<file path="config.mk">
export PLATFORM = sky130hd
export DESIGN_NAME = spi_irq_regs
export DESIGN_NICKNAME = d
export VERILOG_FILES = /design/src/rtl/spi_irq_pkg.sv /design/src/rtl/spi_irq_status.sv /design/src/rtl/spi_irq_mask.sv /design/src/rtl/spi_irq_wmark.sv /design/src/rtl/spi_irq_regs.sv
export SDC_FILE = /design/constraint.sdc
export NUM_CORES = 1
export LEC_CHECK = 0
export ABC_AREA = 0
export CAP_MARGIN = 30
export CORE_ASPECT_RATIO = 0.5
export CORE_MARGIN = 2
export CORE_UTILIZATION = 33
export DETAILED_ROUTE_END_ITERATION = 12
export GPL_TIMING_DRIVEN = 0
export HOLD_SLACK_MARGIN = 0.1
export PLACE_DENSITY = 0.8
export SYNTH_ARGS = -nofsm -noshare
export SYNTH_HDL_FRONTEND = slang
export SYNTH_SLANG_ARGS = --single-unit
export TNS_END_PERCENT = 30
</file>
<file path="constraint.sdc">
create_clock -name clk -period 2.2 [get_ports clk]
set_input_delay 0.33 -clock clk [delete_from_list [all_inputs] [get_ports clk]]
set_output_delay 0.33 -clock clk [all_outputs]
set_load 0.05 [all_outputs]
</file>
<file path="src/rtl/spi_irq_pkg.sv">
package spi_irq_pkg;
   localparam int IRQ_W    = 7;
   localparam int B_MODF   = 1;
   localparam int B_TXLOW  = 2;
   localparam int B_TXFULL = 3;
   localparam int B_RXNE   = 4;

   localparam logic [7:0] OFS_STAT = 8'h04;
   localparam logic [7:0] OFS_SET  = 8'h08;
   localparam logic [7:0] OFS_CLR  = 8'h0C;
   localparam logic [7:0] OFS_MASK = 8'h10;
   localparam logic [7:0] OFS_WM   = 8'h28;

   localparam logic [IRQ_W-1:0] STICKY_BITS = 7'b0000010;
   localparam logic [IRQ_W-1:0] LIVE_BITS   = 7'b0011100;
   localparam logic [IRQ_W-1:0] IMPL_BITS   = STICKY_BITS | LIVE_BITS;
endpackage

</file>
<file path="src/rtl/spi_irq_status.sv">
module spi_irq_status #(
   parameter int                 W      = 7,
   parameter logic [W-1:0]       STICKY = '0,
   parameter logic [W-1:0]       LIVE   = '0
) (
   input  logic         clk,
   input  logic         rst_n,
   input  logic [W-1:0] ev_set,
   input  logic [W-1:0] live_in,
   input  logic [W-1:0] w1c,
   output logic [W-1:0] stat
);
   initial begin
      if ((STICKY & LIVE) != '0) $error("status bit cannot be both sticky and live");
   end

   for (genvar i = 0; i < W; i++) begin : g_bit
      if (STICKY[i]) begin : g_sticky
         logic q;
         always_ff @(posedge clk or negedge rst_n) begin
            if (!rst_n) q <= 1'b0;
            else        q <= ev_set[i] | (q & ~w1c[i]);
         end
         assign stat[i] = q;

         // a latched event survives until a write-one hits it
         a_r5_hold: assert property (@(posedge clk) disable iff (!rst_n)
            (q && !w1c[i]) |=> q);
         // an event wins over a same-cycle clear
         a_r6_set_wins: assert property (@(posedge clk) disable iff (!rst_n)
            ev_set[i] |=> q);
      end else if (LIVE[i]) begin : g_live
         assign stat[i] = live_in[i];
      end else begin : g_rsvd
         assign stat[i] = 1'b0;
      end
   end
endmodule

</file>
<file path="src/rtl/spi_irq_mask.sv">
module spi_irq_mask #(
   parameter int           W    = 7,
   parameter logic [W-1:0] IMPL = '1
) (
   input  logic         clk,
   input  logic         rst_n,
   input  logic [W-1:0] set_v,
   input  logic [W-1:0] clr_v,
   output logic [W-1:0] mask
);
   always_ff @(posedge clk or negedge rst_n) begin
      if (!rst_n) mask <= '0;
      else        mask <= ((mask | set_v) & ~clr_v) & IMPL;
   end

   // written-one positions of an enable write end up set
   a_r3_set: assert property (@(posedge clk) disable iff (!rst_n)
      (clr_v == '0) |=> ((mask & $past(set_v) & IMPL) == ($past(set_v) & IMPL)));
   // written-one positions of a disable write end up clear
   a_r4_clr: assert property (@(posedge clk) disable iff (!rst_n)
      1'b1 |=> ((mask & $past(clr_v)) == '0));
   // no write, no change
   a_r3_idle: assert property (@(posedge clk) disable iff (!rst_n)
      (set_v == '0 && clr_v == '0) |=> $stable(mask));
endmodule

</file>
<file path="src/rtl/spi_irq_wmark.sv">
module spi_irq_wmark #(
   parameter int DEPTH = 128,
   parameter int LW    = $clog2(DEPTH + 1),
   parameter int RST   = 1
) (
   input  logic          clk,
   input  logic          rst_n,
   input  logic          wr,
   input  logic [LW-1:0] wdata,
   input  logic [LW-1:0] level,
   output logic [LW-1:0] wm,
   output logic          below
);
   initial begin
      if (DEPTH < 2)                  $error("FIFO depth too small");
      if (RST < 0 || RST > DEPTH)     $error("watermark reset out of range");
   end

   always_ff @(posedge clk or negedge rst_n) begin
      if (!rst_n)  wm <= LW'(RST);
      else if (wr) wm <= wdata;
   end

   assign below = (level < wm);

   // a watermark write is taken on the next edge
   a_r7_load: assert property (@(posedge clk) disable iff (!rst_n)
      wr |=> (wm == $past(wdata)));
endmodule

</file>
<file path="src/rtl/spi_irq_regs.sv">
module spi_irq_regs
   import spi_irq_pkg::*;
#(
   parameter int ADDR_W     = 8,
   parameter int DATA_W     = 32,
   parameter int FIFO_DEPTH = 128,
   parameter int WM_RESET   = 1,
   localparam int LVL_W     = $clog2(FIFO_DEPTH + 1)
) (
   input  logic              clk,
   input  logic              rst_n,
   input  logic [ADDR_W-1:0] bus_addr,
   input  logic              bus_wr,
   input  logic [DATA_W-1:0] bus_wdata,
   output logic [DATA_W-1:0] bus_rdata,
   input  logic              modf_pulse,
   input  logic [LVL_W-1:0]  tx_level,
   input  logic              tx_full,
   input  logic              rx_not_empty,
   output logic              irq
);
   initial begin
      if (ADDR_W < 6)             $error("address too narrow for the map");
      if (DATA_W < IRQ_W)         $error("data bus narrower than status");
      if (DATA_W < LVL_W)         $error("data bus narrower than watermark");
   end

   logic             sel_stat, sel_set, sel_clr, sel_mask, sel_wm;
   logic [IRQ_W-1:0] wfield, ev_vec, live_vec, stat, mask;
   logic [LVL_W-1:0] wm;
   logic             txlow, pending;

   assign sel_stat = (bus_addr == ADDR_W'(OFS_STAT));
   assign sel_set  = (bus_addr == ADDR_W'(OFS_SET));
   assign sel_clr  = (bus_addr == ADDR_W'(OFS_CLR));
   assign sel_mask = (bus_addr == ADDR_W'(OFS_MASK));
   assign sel_wm   = (bus_addr == ADDR_W'(OFS_WM));
   assign wfield   = bus_wdata[IRQ_W-1:0];

   spi_irq_wmark #(.DEPTH(FIFO_DEPTH), .LW(LVL_W), .RST(WM_RESET)) u_wm (
      .clk   (clk),
      .rst_n (rst_n),
      .wr    (bus_wr & sel_wm),
      .wdata (bus_wdata[LVL_W-1:0]),
      .level (tx_level),
      .wm    (wm),
      .below (txlow)
   );

   always_comb begin
      ev_vec           = '0;
      ev_vec[B_MODF]   = modf_pulse;
      live_vec         = '0;
      live_vec[B_TXLOW]  = txlow;
      live_vec[B_TXFULL] = tx_full;
      live_vec[B_RXNE]   = rx_not_empty;
   end

   spi_irq_status #(.W(IRQ_W), .STICKY(STICKY_BITS), .LIVE(LIVE_BITS)) u_stat (
      .clk     (clk),
      .rst_n   (rst_n),
      .ev_set  (ev_vec),
      .live_in (live_vec),
      .w1c     (bus_wr && sel_stat ? wfield : '0),
      .stat    (stat)
   );

   spi_irq_mask #(.W(IRQ_W), .IMPL(IMPL_BITS)) u_mask (
      .clk   (clk),
      .rst_n (rst_n),
      .set_v (bus_wr && sel_set ? wfield : '0),
      .clr_v (bus_wr && sel_clr ? wfield : '0),
      .mask  (mask)
   );

   assign pending = |(stat & mask);

   always_ff @(posedge clk or negedge rst_n) begin
      if (!rst_n) irq <= 1'b0;
      else        irq <= pending;
   end

   always_comb begin
      bus_rdata = '0;
      if (sel_stat)      bus_rdata = DATA_W'(stat);
      else if (sel_mask) bus_rdata = DATA_W'(mask);
      else if (sel_wm)   bus_rdata = DATA_W'(wm);
   end

   // nothing pending means the line is low one cycle later
   a_r9_quiet: assert property (@(posedge clk) disable iff (!rst_n)
      !pending |=> !irq);
   // a pending enabled cause raises the line one cycle later
   a_r9_raise: assert property (@(posedge clk) disable iff (!rst_n)
      pending |=> irq);
   // reserved positions never show in status or mask
   a_r2_rsvd: assert property (@(posedge clk) disable iff (!rst_n)
      ((stat | mask) & ~IMPL_BITS) == '0);
endmodule

</file>
== Word-level counts from Yosys, hierarchy flattened ==
Index checks and enable logic that the tools add are counted.
W data, S select, Z words.

* Flip-flop bits (word level): 14
* Bits in latches: 0
* RAM bits: 0
* Bits in read-only memories: 0
* Output and inout bits: 33
* Logic and storage cells: 28
* Memories kept: 0

* Add/sub/neg operators: 0
* $mul: 0
* Div/mod/pow operators: 0
* Order comparisons: 1
* Equal/unequal tests: 5
* Shifts and indexed selects: 0
* Mux-type cells: 6
* Bitwise gates (word level): 8
* Reductions and logical operators: 4

{| class="wikitable"
|+ Operator list
! cell !! number
|-
| $mux W32 || 1
|-
| $eq A8 B4 Y1 const B || 2
|-
| $mux W8 || 2
|-
| $and A5 B5 Y5 || 2
|-
| $mux W5 || 2
|-
| $eq A8 B3 Y1 const B || 1
|-
| $eq A8 B5 Y1 const B || 1
|-
| $eq A8 B6 Y1 const B || 1
|-
| $lt A8 B8 Y1 || 1
|-
| $reduce_or A7 Y1 || 1
|-
| $not A5 Y5 || 1
|-
| $or A5 B5 Y5 || 1
|-
| $logic_and A1 B1 Y1 || 3
|-
| $and A1 B1 Y1 || 2
|-
| $mux W2 || 1
|-
| $not A1 Y1 || 1
|-
| $or A1 B1 Y1 || 1
|}

== Logic depth before layout (Yosys ltp) ==
* Depth after elaboration: 6
* Mapped depth: 6
* Gate-level depth less buffers: 6

== Modules after synthesis ==
From an unflattened synthesis, not the netlist that was laid out.

* Cells, all modules: 163
* Area, all modules: 1338.8 um^2

{| class="wikitable"
|+ By module, submodules not included
! module !! instances !! cells each !! area an instance (um^2) !! sequential area each (um^2)
|-
| spi_irq_regs || 1 || 91 || 624.3 || 25.0
|-
| spi_irq_wmark || 1 || 49 || 455.4 || 201.4
|-
| spi_irq_mask || 1 || 12 || 166.4 || 100.1
|-
| spi_irq_status || 1 || 11 || 92.6 || 25.0
|}

== Worst setup path after synthesis ==
No wires, ideal clock.

* Path type: in2out
* Start: in bus_addr[7]
* End: out bus_rdata[5]
* Data arrival time: 2519 ps
* Setup slack: -649 ps
* Stages on the path: 3
* Buffers on the path: 1
* Cells stage by stage: or4_1 > buf_6 > nor4_1

* Cells in the longest elaborated chain, start to end: 4

{| class="wikitable"
|+ RTL lines
! element !! line !! text
|-
| from (decl) || spi_irq_regs.sv:12 || <nowiki>input logic [ADDR_W-1:0] bus_addr,</nowiki>
|-
| $eq A8 B6 Y1 || spi_irq_regs.sv:37 || <nowiki>assign sel_wm = (bus_addr == ADDR_W'(OFS_WM));</nowiki>
|-
| $mux W8 || spi_irq_regs.sv:87 || <nowiki>else if (sel_wm) bus_rdata = DATA_W'(wm);</nowiki>
|-
| $mux W8 || spi_irq_regs.sv:86 || <nowiki>else if (sel_mask) bus_rdata = DATA_W'(mask);</nowiki>
|-
| $mux W32 * || spi_irq_regs.sv:85 || <nowiki>if (sel_stat) bus_rdata = DATA_W'(stat);</nowiki>
|-
| to (decl) || spi_irq_regs.sv:15 || <nowiki>output logic [DATA_W-1:0] bus_rdata,</nowiki>
|}

Mark *: on every way between the ends. The rest lies on a longest branch, timed or not.

== Worst setup path after layout ==
* Start: in bus_addr[0]
* End: out bus_rdata[3]

The elaborated chain is that of the path after synthesis.

==> flow_summary.json <==
{
  "nNetsFinal": 254,
  "synthFlopType": "dfrtp_1",
  "p_sw_uw": 271.4,
  "worstPathRequired_ns": 1.87,
  "critPathKind": "input pin to output pin",
  "wl_um": 2765,
  "dpl_worst_slack_ns": -1.053,
  "yosysWarnings": 0,
  "via_per_inst": 4.448,
  "mostFrequentLayoutCells": "buf_4 (34), conb_1 (24), clkdlybuf4s50_1 (20), inv_1 (14), dfrtp_1 (13)",
  "dp_hpwl_um": 2150,
  "setup_violations": 0,
  "vias": 1032,
  "fill_cells": 253,
  "finalInstanceArea_um2": 1780,
  "crit_path_max_incr_delay_ns": 0.60,
  "synth.distinct_cells": 33,
  "leakagePower_nw": 0.9309,
  "syn_area_um2": 1109,
  "slew_viol_final": 0,
  "diodes": 0,
  "clock-root-buffer": "clkbuf_8",
  "fin_crit_sh": 0.9799,
  "drive_gt1_frac": 0.3438,
  "place_area_um2": 1634,
  "crit_top_cell": "buf_6",
  "peakVddDrop_mv": 0.1614,
  "cp_max_fo": 6,
  "firstDrtPassIters": 4,
  "ant_nets": 0,
  "max-slew-margin-rel": 0.5743,
  "status": "completed",
  "grtUsageTotal": 0.1438,
  "internal-power_uw": 536.1,
  "num_rows": 14,
  "fin_crit_ns": 2.156,
  "core_um2": 3100,
  "htree_levels": 1,
  "wl_per_cell_um": 11.92,
  "fmaxAchievable_ghz": 0.4639,
  "critPathTopFamily": "simple AND/OR/NAND/NOR gates",
  "fin_ws_ns": 0.04424,
  "cp_slowest_cell": "or4_4",
  "path_cells": "buf_2 -> or4_4 -> nor3_4 -> buf_6 -> a222oi_1 -> inv_1 -> buf_6",
  "syn_inst": 121,
  "first_global_vias": 949,
  "path_clk_slew_ns": 0.06,
  "drc_errors": 0,
  "die_area_um2": 3867,
  "final_common_cell": "buf_4",
  "hold_viol": 0,
  "endpoint_kind": "output pin",
  "die_w_um": 85.97,
  "tns_ns": 0,
  "grt-ovfl-total": 0,
  "area_growth_pct": 60.61,
  "ys_ff_latch": 14,
  "syn_avg_cell_area_um2": 9.162,
  "die_h_um": 44.99,
  "cp.arrival_ns": 1.83,
  "synth-edff-count": 0,
  "port_buffers": 37,
  "grt_max_degree": 15,
  "clock_latency_ns": 0.25,
  "cts_sinks": 14,
  "clk_path_buf_depth": 2,
  "drt_iter0_markers": 72,
  "worstSetupStartpointType": "input pin",
  "cts_buffers": 3,
  "worst_slew_pin_slew_ns": 0.6365,
  "power_density_nw_per_um2": 453.5,
  "grt_pass1_wl_um": 4202,
  "ioPinCount": 87,
  "seq_area_frac_synth": 0.3172,
  "seq_power_share": 0.349,
  "cts.hold.buffers_added": 0,
  "hold_path_class": "input pin to asynchronous set/reset pin",
  "combPwrFrac": 0.333,
  "globalplace.congestion": 0.8818,
  "max_cap_violations": 0,
  "skew_ns": 0.002603,
  "crit_buf_inv": 4,
  "start_util": 0.3575,
  "switching_share": 0.3361,
  "power.total_uw": 807.5,
  "synth-async-reset-ratio": 1.000,
  "power.share.clock": 0.318,
  "cts_tree": "yes",
  "antenna_found_initial": 0
}
area by class of cell:
cell class | instances | area (um^2) | area share
clock buffers | 4 | 55.05 | 0.03092
inverters | 14 | 52.55 | 0.02952
plain buffers | 27 | 202.7 | 0.1138
repair buffers | 45 | 415.4 | 0.2333
flip-flops and latches | 14 | 351.6 | 0.1975
multi-input cells | 88 | 653.1 | 0.3668
well taps | 40 | 50.05 | 0.02811
power by group through the flow:
stage / Clock (mW) / Combinational, mW / Sequential (mW)
global route: 0.278 / 0.288 / 0.282
detailed placement: 0 / 0.255 / 0.286
floorplan: 0 / 0.177 / 0.284
CTS: 0.260 / 0.262 / 0.281
global placement: 0 / 0.250 / 0.285
finish: 0.257 / 0.269 / 0.282
cells in the mapped netlist (2+ instances only):
library cell  instances  area, um^2
buf_4                25       187.7
inv_1                14       52.55
dfrtp_1              13       325.3
o21ai_0               9       45.04
nand3_1               8       40.04
ha_1                  7       87.58
nand2_1               6       22.52
mux2i_1               4       40.04
a222oi_1              3       30.03
nor4_1                3       18.77
a21o_1                2       15.01
a21oi_1               2       10.01
a22o_1                2       17.52
and2_1                2       12.51
nand2b_1              2       12.51
nor2_1                2       7.510
repair_timing:
item | CTS | global route
buffers inserted | 5 | 3
gates resized for setup | 67 | 12
pin swaps | 10 | 7
endpoints found under the setup margin | 8 | 5
registers in the layout, indices dropped and copies added, names as in the netlist:
name and cells:
u_wm.wm 8, irq 1, u_stat.g_bit.g_sticky.q 1, u_mask.mask 4
final timing paths:
check,start,to,slack (ns),cells past startpoint
max in group asynchronous,rst_n,u_stat.g_bit[1].g_sticky.q$_DFF_PN0_,1.32,1
min in group clk,bus_wr,u_wm.wm[5]$_DFFE_PN0P_,0.52,3
hold / removal,rst_n,u_mask.mask[4]$_DFF_PN0_,0.47,1
setup / recovery,bus_addr[0],bus_rdata[3],0.04,7
hold reg to reg,u_stat.g_bit[1].g_sticky.q$_DFF_PN0_,u_stat.g_bit[1].g_sticky.q$_DFF_PN0_,0.52,1
setup reg to reg,u_wm.wm[2]$_DFFE_PN0P_,irq$_DFF_PN0_,0.68,6
per-layer routing:
metal  part of all wire  track usage
met5                  0            0
met4              0.019      0.03810
met3              0.095      0.04022
met2               0.50       0.2775
met1               0.39       0.1606
cell families (layout without fill, tap and decap cells):
family,count (synthesis),in the layout,share of synthesized area
buffers and inverters,42,90,0.2348
other,1,24,0.003383
adder cells (fa/ha/maj),7,7,0.07900
AO/OA/AOI/OAI,21,21,0.1298
multiplexers,5,5,0.04966
flip-flops,14,14,0.3172
AND/OR/NAND/NOR,31,31,0.1862
per-stage QoR:
| stage | util | hold slack (ns) | instances |
|---|---|---|---|
| 2_1_floorplan | - | 0.03441 | 144 |
| 3_3_place_gp | 0.5270 | 0.4992 | 221 |
| 3_5_place_dp | 0.5270 | 0.5108 | 221 |
| 4_1_cts | 0.5686 | 0.4898 | 230 |
| 5_1_grt | 0.5743 | 0.5257 | 232 |
| 6_report | 0.5743 | 0.4690 | 232 |
worst register-to-register path, stage by stage (launching register included):
cell and delay, ns:
dfrtp_1 0.35, inv_1 0.08, ha_4 0.27, nand2_1 0.05, o21ai_1 0.15, a41oi_2 0.14
a221o_1 0.35
(Power assumes the default switching activity.)
